[config.mk]
export PLATFORM = sky130hd
export DESIGN_NAME = rx_da_filter
export DESIGN_NICKNAME = d
export VERILOG_FILES = /design/src/rtl/rx_da_filter.sv
export SDC_FILE = /design/constraint.sdc
export NUM_CORES = 1
export LEC_CHECK = 0
export ABC_AREA = 1
export BUFFER_PORTS_ARGS = -buffer_cell sky130_fd_sc_hd__buf_2
export CAP_MARGIN = 20
export CORE_UTILIZATION = 60
export DETAILED_ROUTE_END_ITERATION = 8
export PLACE_DENSITY_LB_ADDON = 0.3
export SLEW_MARGIN = 20
export SYNTH_ARGS = -nofsm -noshare
export SYNTH_HDL_FRONTEND = slang
export SYNTH_SLANG_ARGS = --single-unit
[constraint.sdc]
create_clock -name clk -period 2.7 [get_ports clk]
set_input_delay 0.54 -clock clk [delete_from_list [all_inputs] [get_ports clk]]
set_output_delay 0.54 -clock clk [all_outputs]
set_load 0.01 [all_outputs]
[src/rtl/rx_da_filter.sv]
module rx_da_filter #(
  parameter logic [31:0] CRC_POLY = 32'hEDB88320,
  parameter logic [31:0] CRC_INIT = 32'hFFFF_FFFF,
  parameter logic [3:0]  MODE_RST = 4'b1000
) (
  input  logic        clk,
  input  logic        rst_n,
  input  logic        cfg_we,
  input  logic [2:0]  cfg_addr,
  input  logic [31:0] cfg_wdata,
  input  logic        da_start,
  input  logic        da_valid,
  input  logic [7:0]  da_byte,
  output logic        dec_valid,
  output logic        dec_accept,
  output logic        dec_ucast,
  output logic        dec_mcast,
  output logic        dec_bcast
);
  localparam int NBYTES = 6;
  localparam int CW = $clog2(NBYTES + 1);
  localparam logic [CW-1:0] LAST = CW'(NBYTES - 1);
  localparam logic [CW-1:0] DONE = CW'(NBYTES);

  function automatic logic [31:0] crc_step(input logic [31:0] c, input logic [7:0] d);
    logic [31:0] r;
    r = c;
    for (int i = 0; i < 8; i++)
      r = (r >> 1) ^ ((r[0] ^ d[i]) ? CRC_POLY : 32'h0);
    return r;
  endfunction

  logic [15:0] sta_hi;
  logic [31:0] sta_lo, hash_lo, hash_hi;
  logic [3:0]  mode;
  logic [CW-1:0] cnt;
  logic [31:0] crc;
  logic [8*(NBYTES-1)-1:0] head;

  always_ff @(posedge clk) begin
    if (!rst_n) begin
      sta_hi  <= '0;
      sta_lo  <= '0;
      hash_lo <= '0;
      hash_hi <= '0;
      mode    <= MODE_RST;
    end else if (cfg_we) begin
      case (cfg_addr)
        3'd0: sta_hi  <= cfg_wdata[15:0];
        3'd1: sta_lo  <= cfg_wdata;
        3'd2: hash_lo <= cfg_wdata;
        3'd3: hash_hi <= cfg_wdata;
        3'd4: mode    <= cfg_wdata[3:0];
        default: ;
      endcase
    end
  end

  wire [CW-1:0] cnt_eff = da_start ? '0 : cnt;
  wire [31:0]   crc_eff = da_start ? CRC_INIT : crc;
  wire          take    = da_valid && (cnt_eff < DONE);
  wire          last    = take && (cnt_eff == LAST);
  wire [31:0]   crc_nxt = crc_step(crc_eff, da_byte);
  wire [47:0]   addr    = {head, da_byte};
  wire [47:0]   station = {sta_hi, sta_lo};

  wire       is_bc   = &addr;
  wire       is_grp  = addr[40];
  wire       is_mc   = is_grp && !is_bc;
  wire       is_uc   = !is_grp;
  wire [5:0] idx     = crc_nxt[31:26];
  wire       hbit    = idx[5] ? hash_hi[idx[4:0]] : hash_lo[idx[4:0]];
  wire       acc     = mode[0]
                     || (is_uc && (addr == station))
                     || (is_bc && mode[3])
                     || (is_grp && mode[1])
                     || (is_mc && mode[2] && hbit);

  always_ff @(posedge clk) begin
    if (!rst_n) begin
      cnt        <= '0;
      crc        <= CRC_INIT;
      head       <= '0;
      dec_valid  <= 1'b0;
      dec_accept <= 1'b0;
      dec_ucast  <= 1'b0;
      dec_mcast  <= 1'b0;
      dec_bcast  <= 1'b0;
    end else begin
      if (da_start) dec_valid <= 1'b0;
      if (take) begin
        cnt  <= cnt_eff + 1'b1;
        crc  <= crc_nxt;
        head <= {head[8*(NBYTES-2)-1:0], da_byte};
      end else begin
        cnt <= cnt_eff;
        crc <= crc_eff;
      end
      if (last) begin
        dec_valid  <= 1'b1;
        dec_accept <= acc;
        dec_ucast  <= is_uc;
        dec_mcast  <= is_mc;
        dec_bcast  <= is_bc;
      end
    end
  end
endmodule


==> impl_metrics.toml, run 1 <==
[outcome]
outcome = "finished, final reports clean"

[final_layout]
utilization_pct = 69.8
drive_above_1_share_pct = 13.9
regArea_um2 = 3920
multiInputGateArea_um2 = 4780
fin_nets = 1400
antenna_cells = 0
fill_cells = 1318
area_delta_synth_final_pct = 12.6
fin_cells = 1574
final_cell_area_um2 = 10700

[die]
start_util_pct = 62.0
rows = 45
die_area_um2 = 16300
chipHeight_um = 128
die_w_um = 128
core_area_um2 = 15300
num_io_pins = 53

[route]
routed-wl-met2_um = 12200
drt_iter0_drc = 1155
wl_per_cell_um = 16.9
drt_pass1_iterations = 6
met1Wirelength_um = 11600
drc = 0
dr.max_layer_used = "met4"
drt-total-wl_um = 26600
viasPerCell = 5.77
route.antenna.remaining_nets = 0
met3_length_um = 2360
vias = 9084

[clocking]
cts_setup_buffers = 0
h-tree-depth = 4
cts-root-buf = "clkbuf_16"
cts.sinks = 196
ctsHoldBuffers = 0
cts_resized = 0
cts_buffers = 17
clockBufferDepth = 2
insertion_delay_ns = 0.43
cts_tree = "built"
clkSlewWorstSetupHoldPaths_ns = 0.07

[synthesis]
synth_largest_area_cell = "dfxtp_1"
synthTopCellsByCount = "196 x dfxtp_1, 187 x o21ai_0, 179 x nor2_1, 163 x nand2_1, 119 x a21oi_1"
synth_edf_count = 0
synth_area_um2 = 9490
yosysUniqueCellTypes = 37
yosys.cell_count.top_type = "dfxtp_1"
async_reset_ff_share_pct = 0
synth_area_leaders = "dfxtp_1 41%, o21ai_0 9.9%, nor2_1 7.1%, nand2_1 6.4%, a21oi_1 6.3%"
avgSynthCellArea_um2 = 7.25
synthCells = 1310
synth_nets = 1360
yosysTopAreaCellShare_pct = 41.3
ys_ff_latch = 196
synth.yosys.seq_area_share_pct = 41.3
yosys_warnings = 0
synthFlopType = "dfxtp_1"

[sta]
min_period_ns = 2.37
rsz0062_at_grt = "no"
maxSlewHeadroom_pct = 33.2
finalCritPeriodShare_pct = 87.6
hold_viol = 0
max_freq_mhz = 423
holdWs_ns = 0.378
worstMarginPinSlew_ns = 1.00
setup_viol = 0
skew_ns = 0.00935
slew_viol_final = 0

[worst_hold_path]
hold_start = "da_valid"
min_to = "cnt[1]"
hp-class = "primary input to register"
min_path_cells = 3

[grt]
grt_usage_pct = 33.8
grt_max_degree = 156
grt_pass1_wl_um = 42700
grt_pass1_vias = 8102
grt_antenna_before_repair = 0
overflow = 0

[setup_path]
path_max_fanout = 23
cp_slowest_cell = "buf_4"
r2r_start = "crc[4]"
reg2reg_depth = 21
r2r-end = "dec_accept"
worst_path_most_repeated_cell = "nand3_1"
rrSetupSlack_ns = 0.38
crit_type = "primary input to register"
required_ns = 3.07
cp-end-kind = "register"
crit_buf_inv = 3
cpPeakStageDelay_ns = 0.27
path_cells = "buf_2 > buf_4 > nor2_1 > nand2_1 > nand2_2 > nand2_1 > nand3_1 > nand2_2 > nand2_4 > buf_4 > nand3_1 > nand3_1 > nand3_1 > nand3_1 > nand2_1 > nand2_1 > nand3_1 > nor2_1 > nor2_1 > nor2_1"
startpoint_type = "primary input"
crit_family = "simple AND/OR/NAND/NOR gates"
cp_data_arrival_time_ns = 2.73

[pwr]
vdd_drop_max_mv = 0.598
p_per_area_nw_per_um2 = 673
leakagePower_nw = 4.56

[place]
hpwlAfterDp_um = 18400
place_area_um2 = 10100
place.gp.congestion = 0.901
port_buffers = 52
post-place-cells = 1542

[run]
maxCapViolations = 0
per-stage QoR:
| step | worst slack (ns) | TNS (ns) | power [mW] |
|---|---|---|---|
| 3_5_place_dp | -0.0470 | -0.0470 | 4.49 |
| 3_3_place_gp | 0.0165 | 0 | 4.46 |
| 5_1_grt | 0.0663 | 0 | 7.48 |
| 2_1_floorplan | 0.331 | 0 | 4.10 |
| 4_1_cts | 0.373 | 0 | 7.19 |
| 6_report | 0.335 | 0 | 7.19 |
state kept, by name, indices dropped and copies added (netlist names):
register    cells
cnt             3
sta_lo         32
hash_lo        32
sta_hi         16
crc            32
head           40
dec_ucast       1
mode            4
dec_bcast       1
dec_valid       1
hash_hi        32
dec_accept      1
dec_mcast       1
worst min-delay path, delay by kind of cell:
family	cells	cell delay (ns)
buf+inv	2	0.15
compound gates	1	0.09
placed cells by master (no fill, tap or decap), types with 3 or more instances in the layout:
cell	Yosys	routed
or2_2	11	11
a21oi_1	119	119
o2111ai_1	8	8
inv_2	4	5
clkbuf_16	0	17
buf_12	1	4
dfxtp_1	196	196
nor3_1	8	6
nand2_2	20	21
xnor2_1	18	18
bufinv_16	0	4
nand3_1	92	91
buf_2	4	51
o211ai_1	15	15
nand2_1	163	162
nor2_1	179	179
nor4_1	5	5
o21ai_0	187	187
inv_1	114	113
o22ai_1	6	6
o221ai_1	5	5
clkinv_2	0	3
nand2_4	15	15
buf_4	1	38
xor2_1	38	38
nand4_1	16	16
power breakdown:
part / total, mW / internal (mW) / switching [mW]
combinational: 1.31 / 0.473 / 0.840
clock: 2.73 / 1.61 / 1.12
sequential: 3.15 / 3.04 / 0.105
cells by family (layout without fill, tap and decap cells):
kind of cell | Yosys count | count (layout) | synth area share (%)
flip-flops | 196 | 196 | 41.3
AO/OA/AOI/OAI | 344 | 344 | 19.3
XOR/XNOR | 58 | 58 | 5.75
AND/OR/NAND/NOR | 516 | 516 | 24.9
buffers and inverters | 194 | 247 | 8.46
adder cells (fa/ha/maj) | 2 | 2 | 0.264
worst max-delay path by stage:
stage              from         end  slack (ns)  cells past startpoint
6_report       da_start  dec_accept        0.33                     20
2_1_floorplan  da_start  dec_accept        0.33                     21
3_3_place_gp   da_start  dec_accept        0.02                     22
4_1_cts        da_start  dec_accept        0.37                     20
5_1_grt        da_start  dec_accept        0.07                     21
3_5_place_dp   da_start  dec_accept       -0.05                     22
layout make-up:
class                      instances  share of cell area, %
clock inverter                    11                   1.60
tap                              211                   2.47
sequential                       196                   36.7
inverter                         122                   4.33
multi-input combinational        920                   44.8
clock buffer                      21                   4.31
timing repair buffer              93                   5.81
metal layers:
metal,up-vias,global-route usage (%)
met4,0,8.72
met5,-,0
met2,406,53.5
met3,48,6.30
met1,4218,47.4
li1,4412,-
(Power assumes the default switching activity.)
==> inputs of run 2 (changes only) <==
==> constraint.sdc (replaced) <==
create_clock -name clk -period 2.4 [get_ports clk]
set_input_delay 0.48 -clock clk [delete_from_list [all_inputs] [get_ports clk]]
set_output_delay 0.48 -clock clk [all_outputs]
set_load 0.01 [all_outputs]
==> impl_metrics.toml, run 2 (synthesis gave the netlist of run 1 again) <==
[pwr]
swShare_pct = 30.1
p_seq_share_pct = 43.5
p_sw_mw = 2.44
p_comb_share_pct = 20.0
p_per_area_nw_per_um2 = 736
p_int_mw = 5.68
vdd_drop_max_mv = 0.562
leakagePower_nw = 4.74
power.share.clock_pct = 36.5

[route]
drc = 0
route.antenna.remaining_nets = 0
drt-total-wl_um = 27300
wl_per_cell_um = 16.9
drt_pass1_iterations = 6
vias = 9332
drt_iter0_drc = 1115
viasPerCell = 5.79

[clocking]
cts_setup_buffers = 0
insertion_delay_ns = 0.45
cts.sinks = 196
cts_tree = "built"
ctsHoldBuffers = 0
cts_resized = 0
clockBufferDepth = 2
cts-root-buf = "clkbuf_16"
h-tree-depth = 4
clkSlewWorstSetupHoldPaths_ns = 0.07
cts_buffers = 17

[grt]
grt_usage_pct = 34.4
grt_antenna_before_repair = 0
met1_usage_pct = 46.8
grt_max_degree = 107
grt_util_met3_pct = 5.63
overflow = 0
globalRouteMet2Util_pct = 54.3
top_usage_layer = "met2"
grt_pass1_vias = 8464
grt_pass1_wl_um = 43500

[setup_path]
cp_data_arrival_time_ns = 2.52
startpoint_type = "register"
path_max_fanout = 18
cp-end-kind = "register"
required_ns = 2.74
crit_type = "register to register"

[sta]
maxSlewHeadroom_pct = 26.1
finalCritPeriodShare_pct = 91.1
skew_ns = 0.00726
slew_viol_final = 0
worstMarginPinSlew_ns = 1.11
max_freq_mhz = 457
setup_viol = 0
min_period_ns = 2.19
hold_viol = 0

[final_layout]
final_cell_area_um2 = 11000
layout_common_cells = "195 x dfxtp_1, 186 x o21ai_0, 177 x nor2_1, 158 x nand2_1, 119 x a21oi_1"
drive_above_1_share_pct = 16.9
fin_nets = 1439
fin_cells = 1613
largest_reg_flops = 40
utilization_pct = 72.0
largest-register = "head"
layout_commonest_cell = "dfxtp_1"
antenna_cells = 0
area_delta_synth_final_pct = 16.2

[die]
die_area_um2 = 16300
start_util_pct = 62.0
die_w_um = 128
rows = 45
chipHeight_um = 128
num_io_pins = 53
core_area_um2 = 15300

[outcome]
outcome = "finished, final reports clean"

[place]
place.gp.congestion = 0.918
place_area_um2 = 10400
hpwlAfterDp_um = 18900
post-place-cells = 1580
port_buffers = 52

[run]
maxCapViolations = 0

[worst_hold_path]
hp-class = "primary input to register"
## run 2: worst paths after layout
kind                    from          to  slack (ns)  cells after the start
hold / removal      da_valid      cnt[1]        0.30                      3
hold reg to reg   hash_hi[5]  hash_hi[5]        0.45                      2
setup / recovery      crc[0]  dec_accept        0.21                     21
setup reg to reg      crc[0]  dec_accept        0.21                     21
## run 2: layout make-up
class	instances	area, um2
Clock buffer	19	453
Clock inverter	13	158
Fill cell	1205	4290
Inverter	122	465
Multi-Input combinational cell	921	4820
Sequential cell	196	3930
Tap cell	211	264
Timing Repair Buffer	131	941
## run 2: power by group through the flow
stage / Sequential (mW) / Combinational [mW] / Clock (mW)
6_report: 3.53 / 1.62 / 2.96
4_1_cts: 3.53 / 1.56 / 2.97
2_1_floorplan: 3.56 / 1.05 / 0
3_5_place_dp: 3.60 / 1.55 / 0
5_1_grt: 3.55 / 1.77 / 3.12
3_3_place_gp: 3.60 / 1.51 / 0
## run 2: layer usage
metal | wire, um | share of wire, %
met4 | 872 | 3.2
met1 | 11600 | 42
met3 | 2550 | 9.3
met5 | 0 | 0
met2 | 12300 | 45
## run 2: critical path, cell delays in order (launching register included)
cell and delay (ns):
dfxtp_1 0.39, inv_1 0.09, nand2_4 0.09, nand2_2 0.06
nand2_4 0.08, nand2_2 0.07, nand2_4 0.10, nand2_1 0.10
nand2_2 0.10, nand2_4 0.11, nand2_8 0.17, inv_2 0.09
nand2_1 0.06, nand3_1 0.06, nand3_1 0.08, nand3_1 0.08
nand2_1 0.09, nand2_1 0.05, nand2_1 0.05, nor2_1 0.04
nor2_1 0.07, nor2_1 0.04
## run 2: metrics by stage
stage	hold WS, ns	power, mW	setup TNS, ns	setup WS (ns)
6_report	0.303	8.12	0	0.213
4_1_cts	0.302	8.06	0	0.129
2_1_floorplan	0.424	4.61	0	0.0906
3_3_place_gp	0.433	5.11	-0.191	-0.191
3_5_place_dp	0.435	5.15	-0.361	-0.268
5_1_grt	0.320	8.43	-0.0102	-0.0102
